===== config.mk =====
export PLATFORM = sky130hd
export DESIGN_NAME = pulse_accum
export DESIGN_NICKNAME = d
export VERILOG_FILES = /design/src/rtl/pa_pkg.sv /design/src/rtl/pa_sync_edge.sv /design/src/rtl/pa_counter.sv /design/src/rtl/pa_flags.sv /design/src/rtl/pulse_accum.sv
export SDC_FILE = /design/constraint.sdc
export NUM_CORES = 1
export LEC_CHECK = 0
export ABC_AREA = 1
export BUFFER_PORTS_ARGS = -buffer_cell sky130_fd_sc_hd__buf_2
export CORE_ASPECT_RATIO = 2
export CORE_MARGIN = 4
export CORE_UTILIZATION = 49
export CTS_CLUSTER_SIZE = 10
export DETAILED_ROUTE_END_ITERATION = 8
export PLACE_DENSITY = 0.87
export SETUP_SLACK_MARGIN = 0.3
export SYNTH_ARGS = -nofsm -noshare
export SYNTH_HDL_FRONTEND = slang
export SYNTH_SLANG_ARGS = --single-unit

===== constraint.sdc =====
create_clock -name clk -period 1.5 [get_ports clk]
set_input_delay 0.3 -clock clk [delete_from_list [all_inputs] [get_ports clk]]
set_output_delay 0.3 -clock clk [all_outputs]
set_load 0.005 [all_outputs]

===== src/rtl/pa_pkg.sv =====
// Package: shared register addresses and control-register layout for the
// pulse accumulator. Assumes a byte-wide control register.
package pa_pkg;
    localparam int BYTE_W = 8;

    typedef enum logic [1:0] {
        ADR_CTRL = 2'd0,
        ADR_FLAG = 2'd1,
        ADR_CNTH = 2'd2,
        ADR_CNTL = 2'd3
    } pa_addr_e;

    typedef struct packed {
        logic [1:0] spare;
        logic       ie_edge;   // bit 5
        logic       ie_ovf;    // bit 4
        logic       fast_clr;  // bit 3
        logic       pol;       // bit 2
        logic       gated;     // bit 1
        logic       chain;     // bit 0
    } pa_ctrl_t;

    localparam int FLAG_EDGE = 0;
    localparam int FLAG_OVF  = 1;
endpackage


===== src/rtl/pa_sync_edge.sv =====
// Module: synchronises the accumulator input and turns it into count events
// and flag events. Assumes pol and gated change only while the input is idle.
module pa_sync_edge #(
    parameter int STAGES = 2
) (
    input  logic clk,
    input  logic rst_n,
    input  logic pin,
    input  logic pol,
    input  logic gated,
    input  logic tick_en,
    output logic count_evt,
    output logic flag_evt
);
    logic [STAGES-1:0] sync_q;
    logic              prev_q;
    logic              level, act_now, act_prev, lead, trail;

    // Shift the raw pin through the synchroniser chain and keep history.
    always_ff @(posedge clk) begin
        if (!rst_n) begin
            sync_q <= '0;
            prev_q <= 1'b0;
        end else begin
            sync_q <= {sync_q[STAGES-2:0], pin};
            prev_q <= sync_q[STAGES-1];
        end
    end

    // Derive active-level transitions and the mode-selected events.
    always_comb begin
        level     = sync_q[STAGES-1];
        act_now   = (level == pol);
        act_prev  = (prev_q == pol);
        lead      = act_now & ~act_prev;
        trail     = act_prev & ~act_now;
        count_evt = gated ? (tick_en & act_now) : lead;
        flag_evt  = gated ? trail : lead;
    end

    // an edge event in event mode never lasts two cycles.
    p_single_evt_r2: assert property (@(posedge clk) disable iff (!rst_n)
        (!gated && count_evt && $stable(gated) && $stable(pol)) |=> !count_evt);
endmodule


===== src/rtl/pa_counter.sv =====
// Module: two byte counters, chained or independent, with write priority
// over counting. Assumes at most one count event per cycle.
module pa_counter #(
    parameter int W = 8
) (
    input  logic         clk,
    input  logic         rst_n,
    input  logic         chain,
    input  logic         evt,
    input  logic         wr_hi,
    input  logic         wr_lo,
    input  logic [W-1:0] wd_hi,
    input  logic [W-1:0] wd_lo,
    output logic [W-1:0] cnt_hi,
    output logic [W-1:0] cnt_lo,
    output logic         hi_wrap
);
    logic step, hi_step, lo_full, hi_full;

    // Decide which bytes advance this cycle.
    always_comb begin
        lo_full = &cnt_lo;
        hi_full = &cnt_hi;
        step    = evt & ~(wr_hi | wr_lo);
        hi_step = step & (chain ? lo_full : 1'b1);
        hi_wrap = hi_step & hi_full;
    end

    // Load or advance the two byte registers.
    always_ff @(posedge clk) begin
        if (!rst_n) begin
            cnt_lo <= '0;
            cnt_hi <= '0;
        end else begin
            if (wr_lo)     cnt_lo <= wd_lo;
            else if (step) cnt_lo <= cnt_lo + 1'b1;
            if (wr_hi)        cnt_hi <= wd_hi;
            else if (hi_step) cnt_hi <= cnt_hi + 1'b1;
        end
    end

    // a write lands exactly, whatever the count event.
    p_wr_prio_r11: assert property (@(posedge clk) disable iff (!rst_n)
        wr_lo |=> cnt_lo == $past(wd_lo));
    // a chained low-byte wrap carries into the high byte.
    p_carry_r4: assert property (@(posedge clk) disable iff (!rst_n)
        (evt && chain && lo_full && !wr_hi && !wr_lo) |=>
            (cnt_hi == W'($past(cnt_hi) + 1'b1)) && (cnt_lo == '0));
endmodule


===== src/rtl/pa_flags.sv =====
// Module: overflow and input-edge flags with write-one-to-clear and an
// interrupt request. Assumes set requests win over clear requests.
module pa_flags (
    input  logic       clk,
    input  logic       rst_n,
    input  logic       set_edge,
    input  logic       set_ovf,
    input  logic [1:0] clr_mask,
    input  logic [1:0] irq_en,
    output logic [1:0] flags,
    output logic       irq
);
    // Update the flags: clear requested bits, then apply new sets.
    always_ff @(posedge clk) begin
        if (!rst_n) flags <= 2'b00;
        else        flags <= (flags & ~clr_mask) | {set_ovf, set_edge};
    end

    // Combine enabled flags into one request.
    always_comb irq = |(flags & irq_en);

    // a set in the same cycle as a clear leaves the flag set.
    p_set_wins_r8: assert property (@(posedge clk) disable iff (!rst_n)
        set_ovf |=> flags[1]);
    // a clear with no set empties the edge flag.
    p_clear_edge_r8: assert property (@(posedge clk) disable iff (!rst_n)
        (clr_mask[0] && !set_edge) |=> !flags[0]);
    // a zero clear bit keeps the overflow flag.
    p_hold_ovf_r8: assert property (@(posedge clk) disable iff (!rst_n)
        (flags[1] && !clr_mask[1]) |=> flags[1]);
    // the overflow flag only rises after a set request.
    p_ovf_source_r6: assert property (@(posedge clk) disable iff (!rst_n)
        $rose(flags[1]) |-> $past(set_ovf));
endmodule


===== src/rtl/pulse_accum.sv =====
// Module: top of the pulse accumulator. Holds the control register, decodes
// the strobe bus and connects synchroniser, counters and flags.
// Assumes strobes are single-cycle and addr/wide are valid with them.
module pulse_accum #(
    parameter int SYNC_STAGES = 2
) (
    input  logic        clk,
    input  logic        rst_n,
    input  logic        pin_in,
    input  logic        tick_en,
    input  logic        wr_en,
    input  logic        rd_en,
    input  logic [1:0]  addr,
    input  logic        wide,
    input  logic [15:0] wdata,
    output logic [15:0] rdata,
    output logic        irq
);
    import pa_pkg::*;
    localparam int W  = BYTE_W;
    localparam int DW = 2 * W;

    pa_ctrl_t    ctrl_q;
    logic        count_evt, flag_evt, hi_wrap;
    logic        wr_hi, wr_lo, cnt_access;
    logic [W-1:0] wd_hi, cnt_hi, cnt_lo;
    logic [1:0]  clr_mask, flags;
    pa_addr_e    adr;

    // Hold the control register.
    always_ff @(posedge clk) begin
        if (!rst_n)                         ctrl_q <= '0;
        else if (wr_en && adr == ADR_CTRL)  ctrl_q <= pa_ctrl_t'(wdata[W-1:0]);
    end

    // Decode count writes, wide access and flag clears.
    always_comb begin
        adr        = pa_addr_e'(addr);
        cnt_access = (wr_en | rd_en) & ((adr == ADR_CNTH) | (adr == ADR_CNTL));
        wr_hi      = wr_en & (adr == ADR_CNTH);
        wr_lo      = wr_en & ((adr == ADR_CNTL) | ((adr == ADR_CNTH) & wide));
        wd_hi      = ((adr == ADR_CNTH) && wide) ? wdata[DW-1:W] : wdata[W-1:0];
        clr_mask   = ((wr_en && adr == ADR_FLAG) ? wdata[1:0] : 2'b00)
                   | ((ctrl_q.fast_clr && cnt_access) ? 2'b11 : 2'b00);
    end

    // Return the addressed register.
    always_comb begin
        unique case (adr)
            ADR_CTRL: rdata = {{W{1'b0}}, ctrl_q};
            ADR_FLAG: rdata = {{(DW-2){1'b0}}, flags};
            ADR_CNTH: rdata = wide ? {cnt_hi, cnt_lo} : {{W{1'b0}}, cnt_hi};
            default:  rdata = {{W{1'b0}}, cnt_lo};
        endcase
    end

    pa_sync_edge #(.STAGES(SYNC_STAGES)) sync_i (
        .clk(clk), .rst_n(rst_n), .pin(pin_in), .pol(ctrl_q.pol),
        .gated(ctrl_q.gated), .tick_en(tick_en),
        .count_evt(count_evt), .flag_evt(flag_evt)
    );

    pa_counter #(.W(W)) cnt_i (
        .clk(clk), .rst_n(rst_n), .chain(ctrl_q.chain), .evt(count_evt),
        .wr_hi(wr_hi), .wr_lo(wr_lo), .wd_hi(wd_hi), .wd_lo(wdata[W-1:0]),
        .cnt_hi(cnt_hi), .cnt_lo(cnt_lo), .hi_wrap(hi_wrap)
    );

    pa_flags flags_i (
        .clk(clk), .rst_n(rst_n), .set_edge(flag_evt), .set_ovf(hi_wrap),
        .clr_mask(clr_mask), .irq_en({ctrl_q.ie_ovf, ctrl_q.ie_edge}),
        .flags(flags), .irq(irq)
    );

    // a count access in fast-clear mode empties the flags.
    p_fast_clear_r9: assert property (@(posedge clk) disable iff (!rst_n)
        (ctrl_q.fast_clr && cnt_access && !flag_evt && !hi_wrap) |=> flags == 2'b00);
    // with both enables off no request is raised.
    p_irq_masked_r12: assert property (@(posedge clk) disable iff (!rst_n)
        (!ctrl_q.ie_ovf && !ctrl_q.ie_edge) |-> !irq);
endmodule


==> impl_metrics.ini <==
[detailed_routing]
routed_via_density = 6.49
vias = 3058
drtIter0Drc = 297
ant_nets = 0
dr.pass1.iters = 6
drcViolationCount = 0
wire_per_inst_um = 23.9
drt_wl_total_mm = 11.3

[worst_setup_path]
critPathSlowestCell = o21a_1
path_class = primary input to flop
cp_top_family = simple AND/OR/NAND/NOR gates
required_ps = 1700
arrival_ps = 1920
slowest_delay_ps = 220
worstPathCellList = buf_12, nor2_4, buf_6, nand2_8, buf_8, buf_4, nand2_1, nand2_1, o21a_1, nand2_2, nand2_1, nor2_1
rr_worst_depth = 9
timing.critical_path.from_type = primary input
path_max_fanout = 7
end_kind = flop
cp_num_buf_inv = 4
cpMostUsedCell = nand2_1
cp.depth = 12

[clocking]
clk_latency_ps = 300
cts_made_buffers = 5
cts_max_level = 2
cts-root-buf = clkbuf_8
cts_buffer_depth = 2
cts_tree = yes
cts_sinks = 29
path_clk_slew_ps = 70
cts_hold_buf = 0

[worst_hold_path]
holdCritPathClass = primary input to flop
worstHoldPathCells = 3

[floorplanning]
fp.dieArea_um2 = 5040
core_um2 = 3800
io_pins = 42
initial_core_util = 0.505
die_x_um = 52.3
num_rows = 32
die-height_um = 96.5

[global_routing]
grt_pass1_vias = 2673
grt_overflow = 0
antenna_found_initial = 0
grt_max_degree = 21
track_usage = 0.340
grt_pass1_wl_mm = 12.6

[power_and_ir_drop]
finalPower_w = 0.00261
ir_drop_mv = 0.830
powerDensity_nw_per_um2 = 783
leakage_nw = 1.59

[placement]
portBuffers = 41
gp_congestion = 0.949
dp_hpwl_mm = 4.83
postPlaceCellArea_um2 = 2450

[sta]
tns_ps = -484
final.period_utilization = 1.15
hold_violations = 0
fmax_mhz = 582
max_slew_margin = 0.754
tightestPinTransition_ps = 368
setup_violations = 7
setup_ws_ps = -218
min_period_ps = 1720
rsz0062_at_grt = yes
fin_worst_skew_ps = 10.6
final_max_slew_viol_count = 0

[logic_synthesis]
ys_types = 30
yosysTopAreaCell = dfxtp_1
ys_seq_area_frac = 0.302
synth_area_per_cell_um2 = 6.02
syn_inst = 319
synth_top_area_frac = 0.302
synth_commonest_cells = nand2_1, nor2_1, inv_1, nand3_1, dfxtp_1
synth_fp_nets = 346
yosysWarnings = 0
async_reset_ff_frac = 0
syn_area_um2 = 1920
ys_ff_latch = 29
ys.flop_type = dfxtp_1
synth_most_common_cell = nand2_1
synth_edf_count = 0
yosys-top-cells-area = dfxtp_1, nand2_1, nor2_1

[final_layout]
antenna_cells = 0
final_area_um2 = 3330
layout-drive-gt1-share = 0.524
fin_nets = 446
synthToLayoutAreaGrowth_pct = 73.5

[job]
cap_violations = 0

[status]
violations = negative setup slack
status = finished, violations left
## what timing repair did
item                                    in CTS  in global routing
gates resized for setup                     84                 54
buffers inserted                            15                 19
gates cloned                                 0                  2
pin swaps                                   19                 18
endpoints found under the setup margin      34                 42
## cell usage in the layout (no fill, tap or decap), types with 2 or more instances in the layout
master | netlist | layout
nand2_2 | 3 | 12
o211ai_1 | 2 | 2
ha_4 | 0 | 2
inv_2 | 4 | 16
xor2_1 | 2 | 2
dfxtp_2 | 0 | 18
inv_4 | 0 | 2
o21ai_0 | 18 | 14
nor2_2 | 3 | 10
nand3_4 | 0 | 4
dfxtp_1 | 29 | 9
inv_1 | 34 | 19
a21oi_2 | 0 | 7
clkbuf_8 | 0 | 6
nand3_2 | 1 | 4
o221ai_2 | 0 | 5
buf_8 | 0 | 2
buf_4 | 1 | 40
o2111ai_4 | 0 | 2
buf_12 | 0 | 5
buf_2 | 5 | 38
a21oi_1 | 22 | 15
nor2_4 | 1 | 10
nand3_1 | 34 | 27
buf_6 | 1 | 16
o21ai_2 | 1 | 2
nand4_1 | 5 | 5
o21ai_1 | 4 | 6
nor2_1 | 47 | 31
nand2_4 | 0 | 10
dfxtp_4 | 0 | 2
nand2_8 | 0 | 2
nand2_1 | 85 | 64
## logic make-up (layout without fill, tap and decap cells)
kind of cell    Yosys count  after routing  synth area share
fa+ha+maj                 2              2            0.0130
xor+xnor                  2              2           0.00913
buf+inv                  48            149             0.103
flops                    29             29             0.302
compound gates           57             57             0.171
simple gates            181            181             0.401
## tightest hold or removal path: cells and delay by family
family	cells	cell delay, ps
buffers and inverters	2	120
and+or+nand+nor	1	50
## flip-flops by register name, indices dropped and copies added, names as in the netlist
signal	cells
sync_i.prev_q	1
sync_i.sync_q	2
cnt_i.cnt_lo	8
cnt_i.cnt_hi	8
flags_i.flags	2
ctrl_q	8
## per-stage QoR
step | hold WS, ps | cells | utilization | worst slack, ps
2_1_floorplan | 390 | 319 | - | 220
3_3_place_gp | 397 | 427 | 0.645 | 22.2
3_5_place_dp | 404 | 427 | 0.645 | 7.49
5_1_grt | 216 | 471 | 0.875 | -235
6_report | 204 | 471 | 0.875 | -218
4_1_cts | 200 | 450 | 0.766 | 87.7
## per-layer routing
layer	vias to the layer above	track usage	share of wire
met1	1355	0.312	0.29
met2	320	0.602	0.47
li1	1250	-	-
met4	0	0.275	0.12
met5	-	0	0
met3	133	0.0922	0.12
## cell type report
| cell class | instances | area, um2 |
|---|---|---|
| Inverter | 39 | 159 |
| Tap cell | 51 | 63.8 |
| Clock inverter | 1 | 30.0 |
| Clock buffer | 7 | 86.3 |
| Sequential cell | 29 | 611 |
| Timing Repair Buffer | 102 | 826 |
| Multi-Input combinational cell | 242 | 1550 |
| Fill cell | 165 | 474 |
## power by group
group	switching (W)	internal [W]	leakage [nW]	total (W)
Clock	0.000355	0.000542	0.0585	0.000897
Combinational	0.000487	0.000336	1.28	0.000822
Sequential	0.0000607	0.000827	0.246	0.000888
Total	0.000903	0.00170	1.59	0.00261
## final timing paths
path                                  end                    startpoint  slack (ps)
max          cnt_i.cnt_hi[0]$_SDFFE_PN0P_                       addr[0]        -220
min           sync_i.sync_q[0]$_SDFF_PN0_                        pin_in         200
max reg2reg  cnt_i.cnt_hi[4]$_SDFFE_PN0P_  cnt_i.cnt_hi[0]$_SDFFE_PN0P_        -140
min reg2reg   sync_i.sync_q[1]$_SDFF_PN0_   sync_i.sync_q[0]$_SDFF_PN0_         410
No activity file was read; power rests on OpenSTA's default activity.
